$ cat config.mk
export PLATFORM = sky130hd
export DESIGN_NAME = hbridge_gate_ctrl
export DESIGN_NICKNAME = d
export VERILOG_FILES = /design/src/rtl/hbg_pkg.sv /design/src/rtl/hbg_decode.sv /design/src/rtl/hbg_leg.sv /design/src/rtl/hbg_fault.sv /design/src/rtl/hbridge_gate_ctrl.sv
export SDC_FILE = /design/constraint.sdc
export NUM_CORES = 1
export LEC_CHECK = 0
export ABC_AREA = 1
export ABC_CLOCK_PERIOD_IN_PS = 2500
export BUFFER_PORTS_ARGS = -buffer_cell sky130_fd_sc_hd__buf_4
export CORE_UTILIZATION = 42
export CTS_CLUSTER_SIZE = 28
export DETAILED_ROUTE_END_ITERATION = 12
export PLACE_DENSITY_LB_ADDON = 0.15
export SLEW_MARGIN = 20
export SYNTH_ARGS = -nofsm -noshare
export SYNTH_HDL_FRONTEND = slang
export SYNTH_SLANG_ARGS = --single-unit
$ cat constraint.sdc
create_clock -name clk -period 2.5 [get_ports clk]
set_input_delay 0.375 -clock clk [delete_from_list [all_inputs] [get_ports clk]]
set_output_delay 0.375 -clock clk [all_outputs]
set_load 0.05 [all_outputs]
$ cat src/rtl/hbg_pkg.sv
package hbg_pkg;
   typedef enum logic [1:0] {
      LEG_OFF = 2'd0,
      LEG_HI  = 2'd1,
      LEG_LO  = 2'd2
   } leg_state_e;

   localparam int unsigned NUM_LEGS = 2;
endpackage

$ cat src/rtl/hbg_decode.sv
module hbg_decode
   import hbg_pkg::*;
(
   input  logic       pwm_a,
   input  logic       pwm_b,
   input  logic       parallel_mode,
   input  logic       enable,
   output leg_state_e tgt_a,
   output leg_state_e tgt_b
);
   always_comb begin
      tgt_a = LEG_OFF;
      tgt_b = LEG_OFF;
      if (enable) begin
         if (parallel_mode) begin
            tgt_a = pwm_a ? LEG_HI : LEG_LO;
            tgt_b = tgt_a;
         end else begin
            unique case ({pwm_a, pwm_b})
               2'b00: begin tgt_a = LEG_LO;  tgt_b = LEG_LO;  end
               2'b01: begin tgt_a = LEG_LO;  tgt_b = LEG_HI;  end
               2'b10: begin tgt_a = LEG_HI;  tgt_b = LEG_LO;  end
               default: begin tgt_a = LEG_OFF; tgt_b = LEG_OFF; end
            endcase
         end
      end
   end
endmodule

$ cat src/rtl/hbg_leg.sv
module hbg_leg
   import hbg_pkg::*;
#(
   parameter int unsigned DEAD_CYC = 2
) (
   input  logic       clk,
   input  logic       rst_n,
   input  leg_state_e target,
   output logic       gate_hi,
   output logic       gate_lo
);
   localparam int unsigned CW = (DEAD_CYC < 2) ? 1 : $clog2(DEAD_CYC);
   localparam logic [CW-1:0] LAST = CW'(DEAD_CYC - 1);

   initial begin
      if (DEAD_CYC < 1) $error("hbg_leg: DEAD_CYC must be at least 1");
   end

   leg_state_e    cur;
   logic [CW-1:0] off_cnt;
   logic [CW-1:0] off_inc;
   logic          leave;

   assign off_inc = (off_cnt < LAST) ? off_cnt + 1'b1 : off_cnt;
   assign leave   = (target == LEG_OFF) || ((cur != LEG_OFF) && (target != cur));

   always_ff @(posedge clk) begin
      if (!rst_n) begin
         cur     <= LEG_OFF;
         off_cnt <= '0;
      end else if (leave) begin
         off_cnt <= (cur == LEG_OFF) ? off_inc : '0;
         cur     <= LEG_OFF;
      end else if (cur == LEG_OFF) begin
         if (off_cnt >= LAST) cur <= target;
         else off_cnt <= off_inc;
      end
   end

   assign gate_hi = (cur == LEG_HI);
   assign gate_lo = (cur == LEG_LO);
endmodule

$ cat src/rtl/hbg_fault.sv
module hbg_fault #(
   parameter int unsigned TEMP_W = 8,
   parameter int unsigned WARN_C = 130,
   parameter int unsigned SD_C   = 150,
   parameter int unsigned REL_C  = 125
) (
   input  logic              clk,
   input  logic              rst_n,
   input  logic              run_en,
   input  logic              oc_flag,
   input  logic              uv_flag,
   input  logic              ov_flag,
   input  logic [TEMP_W-1:0] temp_c,
   output logic              cond_now,
   output logic              fault_q,
   output logic              twarn_q
);
   initial begin
      if (SD_C >= (1 << TEMP_W)) $error("hbg_fault: SD_C does not fit TEMP_W");
      if (REL_C >= SD_C)         $error("hbg_fault: REL_C must be below SD_C");
      if (WARN_C >= SD_C)        $error("hbg_fault: WARN_C must be below SD_C");
   end

   logic hot_now, cool_now, warm_now;
   logic tsd_q, armed_q;

   assign hot_now  = temp_c >= TEMP_W'(SD_C);
   assign cool_now = temp_c <= TEMP_W'(REL_C);
   assign warm_now = temp_c >  TEMP_W'(WARN_C);
   assign cond_now = oc_flag | uv_flag | ov_flag | hot_now | tsd_q;

   always_ff @(posedge clk) begin
      if (!rst_n) begin
         tsd_q   <= 1'b0;
         fault_q <= 1'b0;
         armed_q <= 1'b0;
         twarn_q <= 1'b0;
      end else begin
         if (hot_now)       tsd_q <= 1'b1;
         else if (cool_now) tsd_q <= 1'b0;
         fault_q <= cond_now | (fault_q & ~(armed_q & run_en));
         armed_q <= fault_q & ~run_en;
         twarn_q <= warm_now;
      end
   end
endmodule

$ cat src/rtl/hbridge_gate_ctrl.sv
module hbridge_gate_ctrl
   import hbg_pkg::*;
#(
   parameter int unsigned DEAD_CYC = 2,
   parameter int unsigned TEMP_W   = 8,
   parameter int unsigned WARN_C   = 130,
   parameter int unsigned SD_C     = 150,
   parameter int unsigned REL_C    = 125
) (
   input  logic              clk,
   input  logic              rst_n,
   input  logic              pwm_a,
   input  logic              pwm_b,
   input  logic              run_en,
   input  logic              pwr_up,
   input  logic              parallel_mode,
   input  logic              oc_flag,
   input  logic              uv_flag,
   input  logic              ov_flag,
   input  logic [TEMP_W-1:0] temp_c,
   output logic              gate_hi_a,
   output logic              gate_lo_a,
   output logic              gate_hi_b,
   output logic              gate_lo_b,
   output logic              fault_n,
   output logic              twarn_n,
   output logic              illegal_seen
);
   logic       cond_now, fault_q, twarn_q, enable, illegal_q;
   leg_state_e tgt [NUM_LEGS];
   logic [NUM_LEGS-1:0] hi, lo;

   hbg_fault #(
      .TEMP_W(TEMP_W), .WARN_C(WARN_C), .SD_C(SD_C), .REL_C(REL_C)
   ) u_fault (
      .clk(clk), .rst_n(rst_n), .run_en(run_en),
      .oc_flag(oc_flag), .uv_flag(uv_flag), .ov_flag(ov_flag),
      .temp_c(temp_c), .cond_now(cond_now), .fault_q(fault_q), .twarn_q(twarn_q)
   );

   assign enable = run_en & pwr_up & ~fault_q & ~cond_now;

   hbg_decode u_decode (
      .pwm_a(pwm_a), .pwm_b(pwm_b), .parallel_mode(parallel_mode),
      .enable(enable), .tgt_a(tgt[0]), .tgt_b(tgt[1])
   );

   for (genvar g = 0; g < NUM_LEGS; g++) begin : g_leg
      hbg_leg #(.DEAD_CYC(DEAD_CYC)) u_leg (
         .clk(clk), .rst_n(rst_n), .target(tgt[g]),
         .gate_hi(hi[g]), .gate_lo(lo[g])
      );
   end

   always_ff @(posedge clk) begin
      if (!rst_n) illegal_q <= 1'b0;
      else if (run_en && pwr_up && !parallel_mode && pwm_a && pwm_b) illegal_q <= 1'b1;
   end

   assign gate_hi_a    = hi[0];
   assign gate_lo_a    = lo[0];
   assign gate_hi_b    = hi[1];
   assign gate_lo_b    = lo[1];
   assign fault_n      = ~fault_q;
   assign twarn_n      = ~twarn_q;
   assign illegal_seen = illegal_q;
endmodule

==> results of run 1 <==
[state kept, by name, indices dropped and copies added (netlist names)]
| signal | flops |
|---|---|
| g_leg.u_leg.cur | 4 |
| g_leg.u_leg.off_cnt | 2 |
| illegal_seen | 1 |
| u_fault.armed_q | 1 |
| u_fault.fault_q | 1 |
| u_fault.tsd_q | 1 |
| u_fault.twarn_q | 1 |
[metal layers]
| metal | vias to the layer above | wire length, µm | GRT usage | part of all wire |
|---|---|---|---|---|
| li1 | 363 | - | - | - |
| met1 | 277 | 562 | 0.225 | 0.45 |
| met2 | 15 | 568 | 0.313 | 0.46 |
| met3 | 5 | 72 | 0.0870 | 0.058 |
| met4 | 0 | 40 | 0.150 | 0.032 |
| met5 | - | 0 | 0 | 0 |
[per-stage QoR]
step	hold slack (ns)	utilization	total power, mW	cell area (µm²)
after CTS	0.250	0.635	0.386	857
after floorplan	0.442	-	0.223	631
after global placement	0.457	0.614	0.256	830
after detailed placement	0.468	0.614	0.257	830
final	0.262	0.635	0.377	857
after global routing	0.255	0.635	0.399	857
[critical path, delay by kind of cell, from the launching register on]
kind | cells | cell delay [ns]
and+or+nand+nor | 1 | 0.09
buffers and inverters | 2 | 0.27
DFF | 1 | 0.38
[synthesized netlist by cell type (all sizes together)]
master / count
nand2: 23
clkinv: 1
nand4: 5
o21ai: 1
a21oi: 2
inv: 11
nor3: 2
nor2: 35
a31oi: 1
dfxtp: 11
nand3: 5
[final cells by class]
class	instances	share of cell area
Clock buffer	3	0.0263
Clock inverter	1	0.00584
Inverter	12	0.0584
Multi-Input combinational cell	74	0.420
Sequential cell	11	0.257
Tap cell	15	0.0219
Timing Repair Buffer	24	0.210
[cell families (layout without fill, tap and decap cells)]
family | Yosys count | in the layout
AND/OR/NAND/NOR | 70 | 70
buffers and inverters | 12 | 40
flip-flops | 11 | 11
AO/OA/AOI/OAI | 4 | 4
[worst paths after layout]
kind | start | endpoint | slack [ns] | depth (start not counted)
setup / recovery | g_leg[1].u_leg.cur[1] | gate_lo_b | 1.11 | 3
setup reg to reg | u_fault.tsd_q | g_leg[0].u_leg.off_cnt | 1.36 | 8
hold / removal | run_en | u_fault.armed_q | 0.26 | 2
hold reg to reg | g_leg[1].u_leg.off_cnt | g_leg[1].u_leg.off_cnt | 0.47 | 2
[power breakdown]
| group | leakage, nW | total, mW | internal [mW] | switching [mW] |
|---|---|---|---|---|
| sequential | 0.0904 | 0.184 | 0.181 | 0.00288 |
| combinational | 0.298 | 0.0684 | 0.0310 | 0.0375 |
| clock | 0.0177 | 0.125 | 0.0594 | 0.0656 |
==> results.json, run 1 <==
{
  "synthCells": 97,
  "synth_top_family_by_area": "simple AND/OR/NAND/NOR gates",
  "dpl_worst_slack_ns": 1.12,
  "grt_pass1_wl_um": 2100,
  "wl_um": 1240,
  "fill_cells": 129,
  "regArea_um2": 220,
  "drc": 0,
  "fp.coreArea_um2": 1350,
  "fin_crit_sh": 0.558,
  "ant_nets": 0,
  "yosys_warnings": 0,
  "cts.htree.levels": 1,
  "vias_per_cell": 4.71,
  "yosysUniqueCellTypes": 16,
  "finalWorstSetupSlack_ns": 1.11,
  "slew_headroom": 0.844,
  "dieArea_um2": 1660,
  "timing_hold_violations_final": 0,
  "synth_fa_ha_area_frac": 0,
  "avgRoutedWirePerCell_um": 8.89,
  "synthSimpleGateAreaFrac": 0.538,
  "p_leak_nw": 0.406,
  "cts-root-buf": "clkbuf_4",
  "slew_viol_final": 0,
  "worst_pin_slew_ns": 0.234,
  "synth_nets": 115,
  "synth_area_leaders": "dfxtp_1, nor2_1, nand2_1, inv_1, nand4_1",
  "setup.worst_path.class": "flop to primary output",
  "synth-compound-area-share": 0.0337,
  "fin_skew_ns": 0.00875,
  "portBuffers": 24,
  "ctsHoldBuffers": 0,
  "cts_tree": "built",
  "finalSetupViolCount": 0,
  "cp_cell_sequence": "inv_1 > nor2_1 > buf_4",
  "dr.pass1.iters": 4,
  "gr-total-overflow": 0,
  "slowest_stage": "dfxtp_1",
  "yosys.area.top_type_share": 0.349,
  "place_inst": 136,
  "areaGrowthSynthToFinish_pct": 35.9,
  "worst_setup_path_start_kind": "flop",
  "powerDensity_nw_per_um2": 440,
  "clockBufferDepth": 2,
  "finalWeightedCongestion": 0.718,
  "antennaDiodeCount": 0,
  "syn_area_per_cell_um2": 6.50,
  "setup-tns-final_ns": 0,
  "final_common_cell": "nor2_1",
  "nets": 144,
  "worstPathRequired_ns": 2.12,
  "fmax_mhz": 717,
  "rows": 13,
  "cts_resized": 0,
  "yosys.area.top_type": "dfxtp_1",
  "grt_max_degree": 8,
  "slowest_delay_ns": 0.38,
  "stdcell_count": 140,
  "antenna_found_initial": 0,
  "clock_latency_ns": 0.28,
  "vias": 660,
  "multiInputGateArea_um2": 360,
  "cts.reportedPaths.clkPinSlew_ns": 0.08,
  "synth_seq_cells": 11,
  "chipHeight_um": 40.8,
  "critPathMaxFanout": 4,
  "period_needed_ns": 1.39,
  "hpwl_um": 1050,
  "arrival_ns": 1.02,
  "ios": 25,
  "first_global_vias": 551,
  "cts.sinks": 11,
  "syn-cell-area_um2": 631,
  "post_cts_buffers": 0,
  "min_path_type": "input port to flop",
  "drt_iter0_markers": 9,
  "drive_gt1_frac": 0.304,
  "track_usage": 0.205,
  "maxCapViolCount": 0,
  "cts_buffers": 3,
  "seq_area_frac_synth": 0.349,
  "die_w_um": 40.8,
  "critPathCaptureType": "primary output",
  "final_cell_mix": "nor2_1, buf_4, nand2_1",
  "grt_setup_unrepaired": "false",
  "synth_xor_area_frac": 0,
  "ir_worst_vdd_mv": 0.260,
  "synthMuxAreaShare": 0,
  "status": "completed",
  "initial_core_util": 0.467
}
Power figures use the tool's default switching activity.
==> run 2: changes to the inputs <==
Settings changed: ABC_CLOCK_PERIOD_IN_PS 2500 to 1100, CORE_UTILIZATION 42 to 41.
Clock period 2.5 ns to 1.1 ns, I/O delays scaled along.
==> run 2 against run 1 <==
Effect of this change:
- the flow now finishes with violations (setup timing)
- sequential share of layout area shrank 2.5 points
- clock power grew 140%
- critical path depth grew 5
- design area grew 16%
- first-iteration DRC count grew 110%
- wire length grew 29%
- global-route usage grew 1.9 points
- via count grew 14%
- sequential cell count is the same
- clock-buffer cell count grew 1
- critical path type is now flop to flop
==> results.json, run 2 (synthesis results as in run 1) <==
{
  "status": "finished with violations",
  "violations": "setup timing",
  "cts-root-buf": "clkbuf_4",
  "slowest_delay_ns": 0.32,
  "initial_core_util": 0.462,
  "stdcell_count": 151,
  "slew_viol_final": 0,
  "wl_um": 1610,
  "slew_headroom": 0.856,
  "clock_latency_ns": 0.28,
  "min_to": "u_fault.armed_q",
  "pwr-share-comb": 0.202,
  "cts.reportedPaths.clkPinSlew_ns": 0.08,
  "crit_top_cell": "nor2_1",
  "fin_skew_ns": 0.00560,
  "worstPathRequired_ns": 1.27,
  "drc": 0,
  "fin_crit_sh": 1.08,
  "hp-start": "run_en",
  "place_area_um2": 875,
  "critPathBufInv": 1,
  "clockBufferDepth": 2,
  "crit_family": "simple AND/OR/NAND/NOR gates",
  "maxCapViolCount": 0,
  "p_leak_nw": 0.464,
  "areaGrowthSynthToFinish_pct": 57.5,
  "cts.sinks": 11,
  "fmax_mhz": 845,
  "grt_max_degree": 7,
  "antenna_found_initial": 0,
  "first_global_vias": 652,
  "gr-total-overflow": 0,
  "ios": 25,
  "regMostFlops": "g_leg.u_leg.cur",
  "cp_cell_sequence": "inv_2 > nand2_2 > nor2_4 > nand4_1 > nor2_1 > nor2_2 > nand2_1 > nor2_1",
  "timing_hold_violations_final": 0,
  "vias": 752,
  "seqPwrFrac": 0.465,
  "r2r_start": "u_fault.tsd_q",
  "die_w_um": 41.2,
  "swShare": 0.289,
  "p_sw_uw": 258,
  "antennaDiodeCount": 0,
  "cts.htree.levels": 1,
  "place_inst": 142,
  "grt_setup_unrepaired": "true",
  "reg.largest.list": "g_leg.u_leg.cur x4, g_leg.u_leg.off_cnt x2",
  "hpwl_um": 1150,
  "largest_reg_flops": 4,
  "dr.pass1.iters": 5,
  "arrival_ns": 1.36,
  "setup.worst_path.class": "flop to flop",
  "intPower_uw": 635,
  "period_needed_ns": 1.18,
  "hold_path_depth": 2,
  "ant_nets": 0,
  "worst_pin_slew_ns": 0.215,
  "fill_cells": 117,
  "critPathMaxFanout": 5,
  "min_path_type": "input port to flop",
  "r2r_slack_ns": -0.08,
  "worst_setup_path_start_kind": "flop",
  "final_common_cell": "buf_4",
  "drt_iter0_markers": 19,
  "cts_buffers": 3,
  "drive_gt1_frac": 0.471,
  "clockPowerShare": 0.333,
  "critPathCaptureType": "flop",
  "chipHeight_um": 41.2,
  "vias_per_cell": 4.98,
  "avgRoutedWirePerCell_um": 10.6,
  "grt_pass1_wl_um": 2420,
  "portBuffers": 24,
  "nets": 155,
  "slowest_stage": "dfxtp_2",
  "powerDensity_nw_per_um2": 899,
  "fp.coreArea_um2": 1370,
  "r2r-end": "g_leg[1].u_leg.cur[1]",
  "finalWorstSetupSlack_ns": -0.0839,
  "final_area_um2": 993,
  "rows": 13,
  "track_usage": 0.224,
  "finalSetupViolCount": 9,
  "ir_worst_vdd_mv": 0.656,
  "finalWeightedCongestion": 0.790,
  "r2r_cells": 8,
  "dieArea_um2": 1700,
  "final_cell_mix": "buf_4, nor2_1, nand2_1",
  "cts_tree": "built"
}
run 2: changes by cell type in the layout (fill, tap and decap cells not counted), sizes merged:
cell    before  now
clkbuf       3    4
clkinv       2    1
buf         24   35
run 2: cell type report:
| class | instances | area [µm²] | area share |
|---|---|---|---|
| inverter | 12 | 50.0 | 0.0504 |
| multi-input combinational | 74 | 383 | 0.385 |
| timing repair buffer | 35 | 285 | 0.287 |
| sequential | 11 | 230 | 0.232 |
| clock buffer | 4 | 26.3 | 0.0264 |
| tap | 15 | 18.8 | 0.0189 |
run 2: stage by stage:
step | power [mW] | TNS [ns] | setup slack (ns) | utilization | hold WS [ns]
final | 0.894 | -0.501 | -0.0839 | 0.727 | 0.0534
after global routing | 0.926 | -1.26 | -0.208 | 0.727 | 0.0665
after CTS | 0.893 | -0.370 | -0.0632 | 0.700 | 0.0566
after detailed placement | 0.601 | -0.487 | -0.0858 | 0.640 | 0.352
after global placement | 0.596 | -0.332 | -0.0644 | 0.640 | 0.351
after floorplan | 0.507 | -0.433 | -0.109 | - | 0.244
run 2: how the worst max path moves through the flow:
stage / startpoint / to / slack (ns) / cells after the start
2_1_floorplan: g_leg[0].u_leg.cur[1] / gate_lo_a / -0.11 / 2
3_3_place_gp: uv_flag / g_leg[0].u_leg.cur[1] / -0.06 / 9
3_5_place_dp: uv_flag / g_leg[1].u_leg.off_cnt / -0.09 / 9
4_1_cts: u_fault.tsd_q / g_leg[1].u_leg.cur[1] / -0.06 / 8
5_1_grt: u_fault.tsd_q / g_leg[0].u_leg.cur[0] / -0.21 / 8
6_report: u_fault.tsd_q / g_leg[1].u_leg.cur[1] / -0.08 / 8
run 2: power groups by stage:
stage	clock, mW	sequential, mW	combinational, mW
2_1_floorplan	0	0.428	0.0796
3_3_place_gp	0	0.426	0.170
3_5_place_dp	0	0.426	0.175
4_1_cts	0.296	0.418	0.179
5_1_grt	0.310	0.417	0.198
6_report	0.297	0.415	0.181
run 2: what timing repair did:
action | in CTS | in global routing
gates resized for setup | 18 | 7
pin swaps | 6 | 6
hold buffers | 0 | 0
setup buffers | 3 | 2
endpoints found under the setup margin | 11 | 10
run 2: per-layer routing:
metal	up-vias	GRT usage	part of all wire
met2	38	0.441	0.54
met5	-	0	0
met1	326	0.201	0.36
met3	7	0.0380	0.064
li1	381	-	-
met4	0	0.153	0.032
